`src/rtl/rstseq_pkg.sv`:
```
package rstseq_pkg;

    // Index of each reset cause inside the cause vectors.
    localparam int NUM_SRC  = 4;
    localparam int SRC_POR  = 0;
    localparam int SRC_EXT  = 1;
    localparam int SRC_CMON = 2;
    localparam int SRC_COP  = 3;

    typedef logic [NUM_SRC-1:0] src_vec_t;

    // Priority pick of a vector byte from the causes of one episode.
    function automatic logic [7:0] pick_vector(
        input src_vec_t   ep,
        input logic [7:0] v_norm,
        input logic [7:0] v_cmon,
        input logic [7:0] v_cop
    );
        if (ep[SRC_POR] || ep[SRC_EXT]) return v_norm;
        else if (ep[SRC_CMON])          return v_cmon;
        else if (ep[SRC_COP])           return v_cop;
        else                            return v_norm;
    endfunction

endpackage

```
`src/rtl/rstseq_flags.sv`:
```
// Bank of set-dominant cause flags.
// Each bit is set asynchronously on the rising edge of its own set input,
// and it stays set on every clock edge while that input is high. It is
// cleared on a clock edge where its clear input is high and its set input
// is low. Assumes set inputs are glitch-free level signals.
module rstseq_flags #(
    parameter int WIDTH = 4
) (
    input  logic             clk,
    input  logic [WIDTH-1:0] set_i,
    input  logic [WIDTH-1:0] clr_i,
    output logic [WIDTH-1:0] q_o
);

    for (genvar i = 0; i < WIDTH; i++) begin : g_bit
        logic set_b;
        logic clr_b;
        logic bit_q;

        assign set_b = set_i[i];
        assign clr_b = clr_i[i];

        // Purpose: capture the cause without a clock, forget it on request.
        always_ff @(posedge clk or posedge set_b) begin
            if (set_b)      bit_q <= 1'b1;
            else if (clr_b) bit_q <= 1'b0;
        end

        assign q_o[i] = bit_q;
    end

endmodule

```
`src/rtl/rstseq_release.sv`:
```
// Release sequencer.
// A hold request clears every register at once, with no clock needed.
// After the hold ends, a SYNC_STAGES-deep chain brings the quiet state
// into the clock domain. A counter then waits RELEASE_CYCLES more edges
// before it lets the reset go.
// Assumes SYNC_STAGES >= 2 and RELEASE_CYCLES >= 1.
module rstseq_release #(
    parameter int SYNC_STAGES    = 2,
    parameter int RELEASE_CYCLES = 16
) (
    input  logic clk,
    input  logic hold_i,
    output logic rel_n_o,
    output logic rel_pulse_o
);

    localparam int CW = $clog2(RELEASE_CYCLES + 1);
    localparam logic [CW-1:0] LAST = CW'(RELEASE_CYCLES - 1);

    logic [SYNC_STAGES-1:0] sync_q;
    logic [CW-1:0]          cnt_q;
    logic                   rel_q;
    logic                   quiet;

    assign quiet = sync_q[SYNC_STAGES-1];

    // Purpose: synchronise the end of the hold into the clock domain.
    always_ff @(posedge clk or posedge hold_i) begin
        if (hold_i) sync_q <= '0;
        else        sync_q <= {sync_q[SYNC_STAGES-2:0], 1'b1};
    end

    // Purpose: count quiet edges until the release point.
    always_ff @(posedge clk or posedge hold_i) begin
        if (hold_i)              cnt_q <= '0;
        else if (quiet && !rel_q) cnt_q <= cnt_q + 1'b1;
    end

    assign rel_pulse_o = quiet && !rel_q && (cnt_q == LAST);

    // Purpose: the released flag itself, set once and cleared only by hold.
    always_ff @(posedge clk or posedge hold_i) begin
        if (hold_i)           rel_q <= 1'b0;
        else if (rel_pulse_o) rel_q <= 1'b1;
    end

    assign rel_n_o = rel_q;

endmodule

```
`src/rtl/rstseq_vecsel.sv`:
```
// Vector selector.
// While the core is held in reset, it tracks the priority choice among the
// causes of the current episode on every clock edge. Once released, it
// freezes, so the value seen at release stays until the next release.
module rstseq_vecsel
    import rstseq_pkg::*;
#(
    parameter logic [7:0] VEC_NORMAL = 8'hFE,
    parameter logic [7:0] VEC_CMON   = 8'hFC,
    parameter logic [7:0] VEC_COP    = 8'hFA
) (
    input  logic       clk,
    input  logic       in_reset_i,
    input  src_vec_t   episode_i,
    output logic [7:0] vec_o
);

    logic [7:0] vec_q;

    // Purpose: follow the episode's winner while in reset, hold afterwards.
    always_ff @(posedge clk) begin
        if (in_reset_i) vec_q <= pick_vector(episode_i, VEC_NORMAL, VEC_CMON, VEC_COP);
    end

    assign vec_o = vec_q;

endmodule

```
`src/rtl/rstseq_top.sv`:
```
// Multi-cause reset sequencer, top level.
// It merges four reset causes into an active-low core reset. The reset is
// asserted with no clock and released on the system clock once every cause
// has been quiet long enough. It also reports the vector byte of the
// released episode and a sticky record of causes that only power-on clears.
// Assumes the cause inputs are free of glitches.
module rstseq_top
    import rstseq_pkg::*;
#(
    parameter int         SYNC_STAGES    = 2,
    parameter int         RELEASE_CYCLES = 16,
    parameter logic [7:0] VEC_NORMAL     = 8'hFE,
    parameter logic [7:0] VEC_CMON       = 8'hFC,
    parameter logic [7:0] VEC_COP        = 8'hFA
) (
    input  logic       clk,
    input  logic       por_req_i,
    input  logic       ext_rst_n_i,
    input  logic       cop_tmo_i,
    input  logic       cmon_fail_i,
    output logic       core_rst_n_o,
    output logic [7:0] vec_lo_o,
    output logic [3:0] cause_o
);

    src_vec_t src_vec;
    src_vec_t episode;
    src_vec_t sticky;
    logic     any_src;
    logic     rel_n;
    logic     rel_pulse;

    // Active-high view of every cause, in package index order.
    assign src_vec[SRC_POR]  = por_req_i;
    assign src_vec[SRC_EXT]  = ~ext_rst_n_i;
    assign src_vec[SRC_CMON] = cmon_fail_i;
    assign src_vec[SRC_COP]  = cop_tmo_i;
    assign any_src           = |src_vec;

    rstseq_release #(
        .SYNC_STAGES   (SYNC_STAGES),
        .RELEASE_CYCLES(RELEASE_CYCLES)
    ) u_release (
        .clk        (clk),
        .hold_i     (any_src),
        .rel_n_o    (rel_n),
        .rel_pulse_o(rel_pulse)
    );

    // Causes of the current episode, forgotten on the release edge.
    rstseq_flags #(.WIDTH(NUM_SRC)) u_episode (
        .clk  (clk),
        .set_i(src_vec),
        .clr_i({NUM_SRC{rel_pulse}}),
        .q_o  (episode)
    );

    // Sticky record, cleared only while power-on is high.
    rstseq_flags #(.WIDTH(NUM_SRC)) u_sticky (
        .clk  (clk),
        .set_i(src_vec),
        .clr_i({NUM_SRC{por_req_i}}),
        .q_o  (sticky)
    );

    rstseq_vecsel #(
        .VEC_NORMAL(VEC_NORMAL),
        .VEC_CMON  (VEC_CMON),
        .VEC_COP   (VEC_COP)
    ) u_vecsel (
        .clk       (clk),
        .in_reset_i(~rel_n),
        .episode_i (episode),
        .vec_o     (vec_lo_o)
    );

    assign core_rst_n_o = rel_n;
    assign cause_o      = sticky;

endmodule

```
`config.mk`:
```
export PLATFORM = sky130hd
export DESIGN_NAME = rstseq_top
export DESIGN_NICKNAME = d
export VERILOG_FILES = /design/src/rtl/rstseq_pkg.sv /design/src/rtl/rstseq_flags.sv /design/src/rtl/rstseq_release.sv /design/src/rtl/rstseq_vecsel.sv /design/src/rtl/rstseq_top.sv
export SDC_FILE = /design/constraint.sdc
export NUM_CORES = 1
export LEC_CHECK = 0
export ABC_AREA = 1
export BUFFER_PORTS_ARGS = -buffer_cell sky130_fd_sc_hd__buf_2
export CORE_ASPECT_RATIO = 0.75
export CORE_MARGIN = 2
export CORE_UTILIZATION = 46
export DETAILED_ROUTE_END_ITERATION = 16
export PLACE_DENSITY = 0.72
export SLEW_MARGIN = 20
export SYNTH_ARGS = -nofsm -noshare
export SYNTH_HDL_FRONTEND = slang
export SYNTH_SLANG_ARGS = --single-unit
export TNS_END_PERCENT = 1
```
`constraint.sdc`:
```
create_clock -name clk -period 1.2 [get_ports clk]
set_input_delay 0.18 -clock clk [delete_from_list [all_inputs] [get_ports clk]]
set_output_delay 0.18 -clock clk [all_outputs]
set_load 0.01 [all_outputs]
```
==> summary.txt <==
Floorplanning
  • Core area: 1692 um^2
  • Die span in x: 52.22 um
  • Rows: 13
  • Io pins: 18
  • Die area: 2097 um^2
  • Initial Util: 47.41%
  • Die Height: between 40 and 50 um

Synthesis
  • Cells after synthesis: 82
  • Mapped Avg Cell Area: between 9 and 10 um^2
  • Sequential fraction of the synthesis area: 58.66%
  • Syn. warnings: 0
  • Syn Std Cell Area: 802.0 um^2
  • Post-synth cell types: 17
  • FF+latch count, synth: 18

Route
  • Number of vias per cell: ~4.2
  • Met1 wire length: 567 um
  • Met2 wire length: roughly 590 um
  • Wirelength, routed: 1.206 mm
  • Routed met3 length: 45 um
  • DRT iter0 DRCs: 11
  • Vias: 511
  • Post-route ant nets: 0
  • Top Metal Used: met3
  • WL/cell: 9.967 um
  • DRC errors left: 0
  • Drt pass-1 iters: 4

Global routing
  • Gr usage total: 12.33%
  • Pin count of the biggest net entering global routing: 11
  • Vias in the first global route: roughly 440
  • First-pass GRT wire length: 1.869 mm
  • Initial antenna violation count: 0
  • Grt ovf: 0

Clock tree
  • Clock sink total: 18
  • CTS tree: built
  • CTS root buf: clkbuf_4
  • Clock Latency Late Sink: roughly 280 ps
  • Clock slew at reported path FFs: 100 ps
  • Clock buffer depth: 2
  • H-tree levels: 1
  • Inserted Clock Buffers: 3

STA
  • FMAX: roughly 860 MHz
  • Final period utilization: 96.47%
  • Final Slew Violations: 0
  • Final Skew: 1.895 ps
  • Final Hold Vio Count: 0
  • Post-route minimum period: 1158 ps
  • RSZ-0062 raised after global routing: yes
  • Setup TNS: 0 ps
  • Worst hold slack: 359.8 ps
  • Post-route setup slack: 42.34 ps
  • Final setup vio count: 0

Min path
  • Hold path start: u_release.sync_q[0]$_DFF_PP0_
  • Hold crit path type: reg -> reg
  • WHS Path Cells: 0
  • Hold Path Sink: u_release.sync_q[1]$_DFF_PP0_

Placed design
  • Post-DP Area: ~840 um^2
  • Placed cell count: ~110
  • Worst slack, placed: -34.50 ps
  • GP Congestion: between 0.7 and 0.8
  • HPWL after DPL: approximately 930 um
  • PortBufs: 11

Final layout
  • Most frequent cells in the layout: inv_1 (15), nand2_1 (14), buf_2 (11)
  • Share of cells above drive strength 1: 33.33%
  • Layout area overhead: 16.54%
  • Fin area: 934.6 um^2
  • Inserted Diodes: 0
  • Nets: 107
  • Layout Cells excl Fill: about 120
  • Most common cell after layout, fill and taps aside: inv_1

Run
  • Max-cap viol count: 0

Power and ir drop
  • Peak supply drop: 880.8 uV
  • Pleak: 0.4923 nW
  • Pwr per Cell Area: 1685 nW/um^2

Setup path
  • Setup crit start kind: flop
  • RR Startpoint: u_release.cnt_q[1]$_DFFE_PP0P_
  • CP Max Fanout: 5
  • Worst EP arrival: between 1000 and 1500 ps
  • Worst r2r dst: u_episode.g_bit[1].bit_q$_DFFE_PN1P_
  • Crit Path Category: reg -> reg
  • R2R depth: 7
  • WP data required: 1420 ps
  • CP endpoint kind: flop
  • R2r setup slk: 40 ps

Status
  • Status: finished, final reports clean
## cell usage after synthesis (all sizes together)
master	count	area share [%]
dfrtp	8	25
nand3	3	1.9
nor3	2	1.2
o21bai	1	0.94
nand3b	1	0.94
conb	2	0.94
nand2	16	9.4
o21ai	2	1.2
ha	2	3.1
xor2	1	1.1
inv	18	8.4
dfstp	8	26
buf	10	9.4
nor2	6	2.8
edfxtp	2	7.5
## worst max-delay path, stage by stage, from the launching register on
cell	delay [ps]
dfrtp_1	370
ha_2	190
inv_2	40
nor3_2	110
ha_1	220
nand2_4	80
nand2_1	70
inv_1	40
## flip-flops by register name, indices dropped and copies added, names as in the netlist
signal / flops
u_episode.g_bit.bit_q: 4
u_release.cnt_q: 5
u_release.rel_n_o: 1
u_release.sync_q: 2
u_sticky.g_bit.bit_q: 4
u_vecsel.vec_o: 2
## metrics by stage
stage          total power [mW]  util (%)
2_1_floorplan             1.062         -
3_5_place_dp              1.168     49.85
4_1_cts                   1.585     55.10
3_3_place_gp              1.141     49.85
5_1_grt                   1.677     55.25
6_report                  1.575     55.25
## cell type report
type,instances,area [um^2]
clock buffer,4,36.28
multi-input combinational,41,215.2
inverter,18,67.56
timing repair buffer,18,117.6
fill,146,757.0
tap,22,27.53
sequential,18,470.5
## report_power, final
group,total [mW],switching [mW],leakage (nW),internal [mW]
combinational,0.440,0.263,0.271,0.178
clock,0.354,0.169,0.0210,0.184
sequential,0.781,0.0578,0.201,0.723
total,1.57,0.490,0.492,1.09
## timing repair
action,CTS,global route
setup endpoints to repair,5,6
hold buffers,4,0
resized for setup,2,2
setup buffers,1,0
hold endpoints to repair,8,0
## worst max path at each step
stage                                   startpoint                                   end  slack (ps)
global route        u_release.cnt_q[1]$_DFFE_PP0P_  u_episode.g_bit[2].bit_q$_DFFE_PP1P_         -60
CTS                 u_release.cnt_q[0]$_DFFE_PP0P_        u_release.cnt_q[4]$_DFFE_PP0P_           8
finish              u_release.cnt_q[1]$_DFFE_PP0P_  u_episode.g_bit[1].bit_q$_DFFE_PN1P_          40
global placement    u_release.cnt_q[0]$_DFFE_PP0P_        u_release.cnt_q[4]$_DFFE_PP0P_          50
floorplan           u_release.cnt_q[1]$_DFFE_PP0P_        u_release.cnt_q[4]$_DFFE_PP0P_          60
detailed placement  u_release.cnt_q[0]$_DFFE_PP0P_        u_release.cnt_q[4]$_DFFE_PP0P_         -30
## per-layer routing
metal | track usage (%) | up-vias
met5 | 0 | -
met2 | 21.52 | 11
met4 | 1.923 | 0
met3 | 2.239 | 0
li1 | - | 261
met1 | 16.83 | 239
## cells by family after synthesis
group | count (synthesis) | synth area share [%]
buf+inv | 28 | 17.79
simple gates | 28 | 16.22
flops | 18 | 58.66
compound gates | 3 | 2.184
fa+ha+maj | 2 | 3.120
other cells | 2 | 0.9364
xor+xnor | 1 | 1.092
No activity file was read; power rests on OpenSTA's default activity.
